$ cat config.mk
export PLATFORM = sky130hd
export DESIGN_NAME = pwr_domain_gate
export DESIGN_NICKNAME = d
export VERILOG_FILES = /design/src/rtl/pwr_domain_gate.sv
export SDC_FILE = /design/constraint.sdc
export NUM_CORES = 1
export LEC_CHECK = 0
export ABC_AREA = 1
export BUFFER_PORTS_ARGS = -buffer_cell sky130_fd_sc_hd__buf_4
export CAP_MARGIN = 0
export CORE_MARGIN = 4
export CORE_UTILIZATION = 51
export CTS_BUF_LIST = sky130_fd_sc_hd__clkbuf_16
export CTS_CLUSTER_DIAMETER = 120
export DETAILED_ROUTE_END_ITERATION = 10
export MAX_ROUTING_LAYER = met4
export PLACE_DENSITY_LB_ADDON = 0.1
export SLEW_MARGIN = 20
export SYNTH_ARGS = -nofsm -noshare
export SYNTH_HDL_FRONTEND = slang
export SYNTH_SLANG_ARGS = --single-unit
$ cat constraint.sdc
create_clock -name clk -period 3.4 [get_ports clk]
set_input_delay 0.34 -clock clk [delete_from_list [all_inputs] [get_ports clk]]
set_output_delay 0.34 -clock clk [all_outputs]
set_load 0.05 [all_outputs]
$ cat src/rtl/pwr_domain_gate.sv
module pwr_domain_gate #(
  parameter int RAMP_W = 8
) (
  input  logic              clk,
  input  logic              rst_n,
  input  logic [1:0]        ctl_mode,
  input  logic              sw_on,
  input  logic              sw_off,
  input  logic [1:0]        cpu0_mode,
  input  logic [1:0]        cpu1_mode,
  input  logic              cpu_sel,
  input  logic [2:0]        cpu_off_mask,
  input  logic [3:0]        setpoint,
  input  logic [15:0]       sp_off_map,
  input  logic [RAMP_W-1:0] ramp_cycles,
  output logic              iso_en,
  output logic              psw_en,
  output logic              dom_on
);

  typedef enum logic [1:0] {ST_ON, ST_ISO, ST_OFF, ST_RAMP} state_t;

  state_t            state;
  logic              sw_req;
  logic [RAMP_W-1:0] ramp_cnt;
  logic [1:0]        cpu_m;
  logic              cpu_off;
  logic              want_on;

  assign cpu_m = cpu_sel ? cpu1_mode : cpu0_mode;

  always_comb begin
    case (cpu_m)
      2'd1:    cpu_off = cpu_off_mask[0];
      2'd2:    cpu_off = cpu_off_mask[1];
      2'd3:    cpu_off = cpu_off_mask[2];
      default: cpu_off = 1'b0;
    endcase
  end

  always_comb begin
    case (ctl_mode)
      2'd0:    want_on = sw_req;
      2'd1:    want_on = !cpu_off;
      2'd2:    want_on = !sp_off_map[setpoint];
      default: want_on = (state == ST_ON);
    endcase
  end

  always_ff @(posedge clk or negedge rst_n) begin
    if (!rst_n)
      sw_req <= 1'b1;
    else if (ctl_mode == 2'd0 && (sw_on ^ sw_off))
      sw_req <= sw_on;
  end

  always_ff @(posedge clk or negedge rst_n) begin
    if (!rst_n) begin
      state    <= ST_ON;
      ramp_cnt <= '0;
    end else begin
      case (state)
        ST_ON:   if (!want_on) state <= ST_ISO;
        ST_ISO:  state <= ST_OFF;
        ST_OFF:  if (want_on) begin
                   state    <= ST_RAMP;
                   ramp_cnt <= ramp_cycles;
                 end
        default: if (ramp_cnt == '0) state <= ST_ON;
                 else ramp_cnt <= ramp_cnt - 1'b1;
      endcase
    end
  end

  assign iso_en = (state != ST_ON);
  assign psw_en = (state != ST_OFF);
  assign dom_on = (state == ST_ON);

  assert_open_needs_iso_R2: assert property (@(posedge clk) disable iff (!rst_n)
    !psw_en |-> iso_en);

  assert_iso_leads_open_R2: assert property (@(posedge clk) disable iff (!rst_n)
    $fell(psw_en) |-> $past(iso_en));

  assert_release_after_close_R3: assert property (@(posedge clk) disable iff (!rst_n)
    $fell(iso_en) |-> (psw_en && $past(psw_en)));

  assert_on_flag_consistent_R1: assert property (@(posedge clk) disable iff (!rst_n)
    dom_on |-> (psw_en && !iso_en));

  assert_setpoint_off_starts_R7: assert property (@(posedge clk) disable iff (!rst_n)
    (ctl_mode == 2'd2 && dom_on && sp_off_map[setpoint]) |=> iso_en);

  assert_hold_mode_keeps_on_R8: assert property (@(posedge clk) disable iff (!rst_n)
    (ctl_mode == 2'd3 && dom_on) |=> dom_on);

endmodule

# After elaboration in Yosys (flattened, before gate mapping)
# Index checks and enable logic that the tools add are counted.
# totals
ff_bits	11
latch_bits	0
ramBits	0
mem_bits_ro	0
in_bits	42
out_inout_bits	3
elab_cells	41
n_memories	0
# op_classes
add_sub_neg	1
mul	0
n_div	0
magnitude_cmp	1
eq_ne	11
shift	0
muxes	12
bitwise	2
n_reduce_logical	11
# ops
cell	n
$mux W8	2
$pmux W8 S2	1
$eq A2 B2 Y1 const B	4
$logic_not A8 Y1	1
$mux W2	4
$sub A8 B1 Y8 const B	1
$eq A2 B1 Y1 const B	3
$ne A2 B2 Y1 const B	3
$pmux W1 S3	2
$pmux W2 S3	1
$reduce_and A3 Y1	2
$lt A4 B5 Y1 const B	1
$bmux W1 S4	1
$logic_not A2 Y1	2
$reduce_bool A4 Y1	1
$logic_not A1 Y1	2
$ne A2 B1 Y1 const B	1
$reduce_bool A2 Y1	1
$reduce_or A2 Y1	1
$logic_and A1 B1 Y1	1
$mux W1	1
$not A1 Y1	1
$xor A1 B1 Y1	1

# Longest topological paths before layout
# Gate-level depths: netlist (run 1).
# depth
ltp_word	7
mapped_depth	14
mapped_depth_nobuf	13

# Worst setup path after synthesis (run 1)
# Ideal clock, no wire load.
# synth_path
path_kind	reg2reg
start	register state[0]
end	register ramp_cnt[0]
setup_ns	0.117
arrival_time_ns	1.948
t_required_ns	3.283
path_slack_ns	1.335
stages_incl_launch_ff	10
n_path_buf	0
synth_period_minus_slack_ns	2.065
path_cell_list	dfrtp_1 -> inv_1 -> ha_1 -> inv_1 -> nand3_1 -> nand2_1 -> nand2_2 -> nand2_2 -> nand2_1 -> nand2_1
# synth_between
elab_chain_cells	4
# synth_lines
element	line_no	text
from (decl)	23	state_t state;
from (signal assigned)	59	state <= ST_ON;
from (signal assigned)	63	ST_ON: if (!want_on) state <= ST_ISO;
from (signal assigned)	64	ST_ISO: state <= ST_OFF;
$logic_not A2 Y1 (*)	-	
named net dom_on	18	output logic dom_on
$pmux W1 S3 or $reduce_or A2 Y1 (tied branches)	-	
$ne A2 B2 Y1 (no source line) or $not A1 Y1 (tied branches)	-	
$reduce_and A3 Y1 (no source line)	-	
to (signal assigned)	67	ramp_cnt <= ramp_cycles;
to (signal assigned)	70	else ramp_cnt <= ramp_cnt - 1'b1;
to (decl)	25	logic [RAMP_W-1:0] ramp_cnt;
# Mark *: on every way through the listed nets, which the timed path passes. The rest lies on a longest branch.
# A chain may end at the register's enable or synchronous reset.

# Worst setup path after layout (run 1)
# layout_path
start	register state[0]
end	register ramp_cnt[6]
# layout_between
elab_chain_cells	4
# layout_lines
element	line_no
$logic_not A2 Y1 or $eq A2 B1 Y1 (tied branches)	46, 62
$pmux W1 S3 or $reduce_or A2 Y1 (tied branches)	-
$ne A2 B2 Y1 (no source line) or $not A1 Y1 (tied branches)	-
$reduce_and A3 Y1 (no source line)	-
# Parallel ways exist; a longest one is shown, timed or not.

==> run metrics, run 1 <==
Layout area overhead 38.79%; worst r2r src state[0]; Critical Path AT around 2.2 ns; Hold Slack ~0.25 ns; number of global-route vias before repair about 1300; Max transition margin 0.7127; drt drc 0; Psw between 600 and 700 µW; Initial Utilization 0.5494; Final #Nets 279; Iter 0 DRT Violations 42; DR WL/cell between 10 and 15 µm; chip width 54.44 µm; CTS clk-pin slew, worst paths approximately 0.040 ns; register area around 280 µm²; largest net degree at the start of global routing 13; die area roughly 3000 µm²; TritonCTS clock tree yes; share of power burned in registers 0.207; Sw Share 0.4956; Sink Count 11; maximum vdd drop ~0.87 mV; min-delay worst type input port to flip-flop; Pwr Density 810.2 nW/µm²; Hold Fails Final Rpt 0; worst-skew pair later-pin latency 0.24 ns; Clock power frac 0.173; core area 2002 µm²; R2R cell count 7; H-tree lvl count 1; Mean Syn Cell Area ~5.9 µm²; GPL Wtd Cong just under 0.9; CP Capture Type flip-flop; # IOs 45; worst r2r dst ramp_cnt[6]; crit start category flip-flop; combinational fraction of design power 0.621; multi-input logic area 678.2 µm²; sequential share of the synthesized area 0.2514; Tcrit/Tclk final 0.6024; Clock Tree Buf Depth 2; fillcell total 160; Max Freq approximately 500 MHz; all-layer global routing usage 0.2449; Setup TNS 0 ns; Hold Path Origin sw_off; final wirelength 3266 µm; CTS buffer count 3; WP data required around 3.5 ns; DP HPWL 2609 µm; EDFF count, synth 0; final-report max-slew violation count 0; initial antenna violation count 0; status complete, no violations; worst-margin pin slew around 0.43 ns; Hold EP sw_req; synthesized cell area 1100 µm²; Synthesized Nets around 230; P_leak between 0.0008 and 0.0009 µW; count of input and output buffers 44; Max Cap Viol 0; Overflow after GRT 0; drt pass-1 iters 5; RSZ-0062 raised after global routing no; antenna cells 0; Fin Clk Skew between 0.0009 and 0.001 ns; die height 54.44 µm; share of layout cells above drive strength 1 0.2684; Netlist cell types 21; Max FO, Critical Path 12; synthesized flop and latch total 11; final setup vio count 0; YS warnings 0; worst hold path depth 2; Final Critical Period slightly above 2 ns; kind of critical path flip-flop to flip-flop; DR vias/cell ~5.3; Synth Instances roughly 190; Pint slightly above 600 µW; clock root buffer clkbuf_16; ys flop type dfrtp_1; vias 1355; first-pass GRT wire length 5181 µm; row cnt 16; Routed Antenna Nets 0; Reg2Reg Setup Slack around 1.4 ns; Async SR Flop Fraction 1.000
==> synth_stat cells (2+ instances only) <==
library cell,instances,area (µm²)
buf_6,2,22.52
nand2_2,5,31.28
a31oi_1,3,18.77
dfrtp_1,10,250.2
a21oi_1,3,15.01
inv_2,5,18.77
nor2_1,11,41.29
nand3_1,29,145.1
o21ai_1,2,10.01
o21ai_0,6,30.03
nand2_1,67,251.5
nor2_2,2,12.51
o31ai_1,3,22.52
nor3_1,2,10.01
ha_1,5,62.56
inv_1,25,93.84
==> per-stage QoR <==
| step | cell area [µm²] | cells | utilization | total power (µW) | setup WS (ns) |
|---|---|---|---|---|---|
| final | 1526 | 258 | 0.7625 | 1237 | 1.352 |
| after detailed placement | 1438 | 253 | 0.7181 | 1005 | 1.389 |
| after CTS | 1526 | 258 | 0.7625 | 1232 | 1.344 |
| after floorplan | 1100 | 185 | - | 817.5 | 1.335 |
| after global placement | 1438 | 253 | 0.7181 | 975.2 | 1.489 |
| after global routing | 1526 | 258 | 0.7625 | 1351 | 1.166 |
==> how the worst max path moves through the flow <==
stage	startpoint	endpoint	slack [ns]
global route	state[0]	ramp_cnt[2]	1.17
finish	state[0]	ramp_cnt[6]	1.35
detailed placement	state[0]	ramp_cnt[3]	1.39
global placement	state[0]	ramp_cnt[7]	1.49
CTS	state[0]	ramp_cnt[6]	1.34
floorplan	state[0]	ramp_cnt[0]	1.34
==> per-layer routing <==
metal | routed length, µm | global-route usage | vias up
met3 | 199 | 0.01635 | 10
met2 | 1571 | 0.4163 | 56
met4 | 51 | 0.1079 | 0
met5 | 0 | - | -
li1 | - | - | 676
met1 | 1443 | 0.2965 | 613
==> power by group through the flow <==
stage	combinational (µW)	sequential, µW	clock, µW
finish	768	256	214
global route	870	261	219
global placement	723	252	0
floorplan	578	239	0
CTS	766	253	212
detailed placement	751	254	0
==> kinds of logic (layout without fill, tap and decap cells) <==
kind of cell               Yosys count  after routing  share of synthesized area
DFF                                 11             11                     0.2514
and+or+nand+nor                    117            117                     0.4539
buffers and inverters               34             80                     0.1320
AOI/OAI and AO/OA                   18             18                     0.1058
adders and majority gates            5              5                    0.05688
==> what timing repair did <==
action,CTS,global route
hold buffers,1,0
buffers inserted,0,0
resized for setup,0,0
endpoints found under the hold margin,10,0
==> worst max-delay path, cell delays in order, from the launching register on <==
cell	delay, ns
dfrtp_1	0.39
inv_1	0.09
ha_1	0.37
inv_1	0.26
a211oi_4	0.49
nand2_2	0.18
nand2_1	0.11
nand2_1	0.05
==> layout make-up <==
type,count,share of cell area
tap,27,0.02213
inverter,31,0.07787
clock buffer,3,0.04918
sequential,11,0.1811
clock inverter,1,0.002459
timing repair buffer,45,0.2230
multi-input combinational,140,0.4443
==> sequential cells by signal, summed over array words and instances (netlist names) <==
register	flops
ramp_cnt	8
state	2
sw_req	1
==> placed cells by master, fill, tap and decap left out, drive strengths merged, types with 2 or more instances in the layout <==
cell type,instances
a21oi,3
nor2,13
buf,44
ha,5
inv,32
o31ai,3
nor3,2
o21ai,8
dfrtp,10
nand3,29
clkbuf,3
a31oi,3
nand2,72
Note: power is estimated with default switching activity, not from simulation.
==> inputs of run 2 (changes only) <==
Settings changed: ABC_AREA 1 to 0, CORE_UTILIZATION 51 to 47.
Clock period 3.4 ns to 2.1 ns, I/O delays scaled along.
==> run 2 against run 1 <==
Effect of this change:
- via count decreased by 18%
- sequential cell count unchanged
- worst hold slack got worse by 0.12 ns
- largest power group unchanged
- global-route usage decreased by 2.9 points
- final area increased by 1.3%
- utilization increased by 0.24 points
- synthesized cell count decreased by 35%
- combinational power increased by 59%
- highest routed layer unchanged
- wire length decreased by 14%
- non-clock buffer count increased by 11
- register-to-register slack got worse by 1.1 ns
==> run metrics, run 2 <==
worst r2r src ramp_cnt[0]; CP max stage cell mux4_2; Sink Count 11; final setup vio count 0; first-pass GRT wire length ~4600 µm; chip width between 50 and 60 µm; YS warnings 0; initial antenna violation count 0; H-tree lvl count 1; row cnt 16; WP data required ~2.2 ns; Yosys top cell area share 0.2421; Clock Tree Buf Depth 2; Layout area overhead 49.64%; CTS buffer count 3; met2 routed WL between 1500 and 2000 µm; Tcrit/Tclk final 0.9541; all-layer global routing usage 0.2164; number of global-route vias before repair between 1000 and 1500; Worst Setup SP setpoint[0]; critical-path cell list buf_4 > mux4_2 > a22o_1 > a2111o_1 > o311a_4 > or2_4 > a211o_1; # IOs 45; Clock power frac 0.176; R2R cell count 9; WL met3 roughly 130 µm; count of input and output buffers 44; min-delay worst type input port to flip-flop; Max Cap Viol 0; DP HPWL between 2000 and 2500 µm; combinational fraction of design power 0.611; EDFF count, synth 0; share of layout cells above drive strength 1 0.3943; Iter 0 DRT Violations 31; ys flop type dfrtp_1; Psw about 870 µW; worst-skew pair later-pin latency around 0.24 ns; post-route setup slack 0.09646 ns; Final #Nets approximately 220; commonest cells in the netlist nor2_1 (16), nand2_1 (11), dfrtp_1 (10); final-report max-slew violation count 0; Pwr Density ~1300 nW/µm²; clock root buffer clkbuf_16; largest reg by FF count ramp_cnt; Hold EP sw_req; Max Freq between 400 and 500 MHz; fillcell total 141; vias roughly 1100; Top delay family on crit path compound AO/OA/AOI/OAI gates; synthesized cell area 1033 µm²; status complete, no violations; die height roughly 55 µm; maximum vdd drop 0.9265 mV; Final Critical Period around 2.0 ns; synthesized flop and latch total 11; Critical Path AT 2.12 ns; core area ~2000 µm²; biggest registers after layout ramp_cnt: 8 flops, state: 2 flops, sw_req: 1 flops; crit start category input port; drt pass-1 iters 4; Routed Antenna Nets 0; Fin Clk Skew between 0.002 and 0.003 ns; most common cell after layout, fill and taps aside buf_4; TritonCTS clock tree yes; worst hold path depth 2; Setup Fix Bufs, Post-CTS 0; Max FO, Critical Path 7; Overflow after GRT 0; flip-flop count of the largest register after layout 8; RSZ-0062 raised after global routing no; Mean Syn Cell Area 8.541 µm²; Hold Path Origin sw_off; Initial Utilization 0.5111; worst r2r dst ramp_cnt[2]; post-synth top area cell dfrtp_1; Synth Instances roughly 120; CP Buf/Inv Count 1; most frequent cells in the layout buf_4 (55), nor2_1 (16), nand2_1 (11); GPL Wtd Cong between 0.8 and 0.9; worst-margin pin slew roughly 0.42 ns; Async SR Flop Fraction 1.000; CTS clk-pin slew, worst paths about 0.040 ns; Synthesized Nets 168; Pint around 1100 µW; Setup TNS 0 ns; Max transition margin 0.7216; Sw Share 0.4389; DR vias/cell 5.475; ranking of synthesized cells by area dfrtp_1 (24%), mux4_1 (7.6%), ha_1 (6.1%), nor2_1 (5.8%), nand2_1 (4.0%); slowest cell delay on critical path 0.50 ns; Hold Fails Final Rpt 0; die area between 3000 and 4000 µm²; pre-CTS setup slack -0.2661 ns; final wirelength around 2800 µm; sequential share of the synthesized area 0.2676; DR WL/cell approximately 14 µm; kind of critical path input port to flip-flop; drt drc 0; Reg2Reg Setup Slack approximately 0.23 ns; antenna cells 0; largest net degree at the start of global routing 15; P_leak 0.0007334 µW; share of power burned in registers 0.213; DRT met1 WL approximately 1200 µm; Hold Slack 0.1308 ns; count leader, synth nor2_1; CP Capture Type flip-flop; Netlist cell types 33; DR top layer met4
## run 2: cell count changes after synthesis, moves of 5 or more
cell     change
inv_1       -17
inv_2        -5
nand2_1     -56
nor2_1       +5
nand2_2      -5
nand3_1     -26
## run 2: timing repair
action                                 4_1_cts  5_1_grt
endpoints found under the hold margin       10        0
pin swaps                                    0        0
gates resized for setup                      3        5
setup endpoints to repair                    7        8
hold buffers                                 1        0
## run 2: worst max-delay path by stage
stage / to / slack (ns) / cells past startpoint
after CTS: ramp_cnt[0] / 0.04 / 8
after global placement: ramp_cnt[3] / -0.24 / 7
after global routing: psw_en / 0.01 / 5
final: ramp_cnt[7] / 0.1 / 7
after detailed placement: ramp_cnt[2] / -0.27 / 7
after floorplan: ramp_cnt[2] / -0.20 / 9
## run 2: kinds of logic after synthesis
group / Yosys count / synth area share
AO/OA/AOI/OAI: 36 / 0.2579
adder cells (fa/ha/maj): 5 / 0.06053
buffers and inverters: 15 / 0.07627
flip-flops: 11 / 0.2676
multiplexers: 8 / 0.1271
AND/OR/NAND/NOR: 46 / 0.2107
## run 2: power groups by stage
| stage | registers [µW] | logic [µW] | clock network (µW) |
|---|---|---|---|
| 2_1_floorplan | 398 | 846 | 0 |
| 3_3_place_gp | 417 | 1100 | 0 |
| 6_report | 423 | 1220 | 350 |
| 3_5_place_dp | 423 | 1140 | 0 |
| 4_1_cts | 423 | 1180 | 353 |
| 5_1_grt | 441 | 1340 | 365 |
## run 2: layout make-up
cell class	count	area (µm²)	share of cell area
inverter	9	33.78	0.02184
multi-input combinational	95	700.7	0.4531
timing repair buffer	56	422.9	0.2735
sequential	11	276.5	0.1788
tap	27	33.78	0.02184
clock inverter	1	3.754	0.002427
clock buffer	3	75.07	0.04854
## run 2: routing by layer
| metal | global-route usage | up-vias |
|---|---|---|
| li1 | - | 556 |
| met1 | 0.2651 | 522 |
| met2 | 0.3681 | 26 |
| met3 | 0.03485 | 2 |
| met4 | 0.06073 | 0 |
| met5 | - | - |
## run 2: per-stage QoR
step	instance area (µm²)	total power [µW]	instances	utilization
floorplan	1033	1243	121	-
global placement	1431	1517	197	0.7079
detailed placement	1431	1559	197	0.7079
CTS	1528	1951	202	0.7556
global route	1546	2147	202	0.7649
finish	1546	1990	202	0.7649
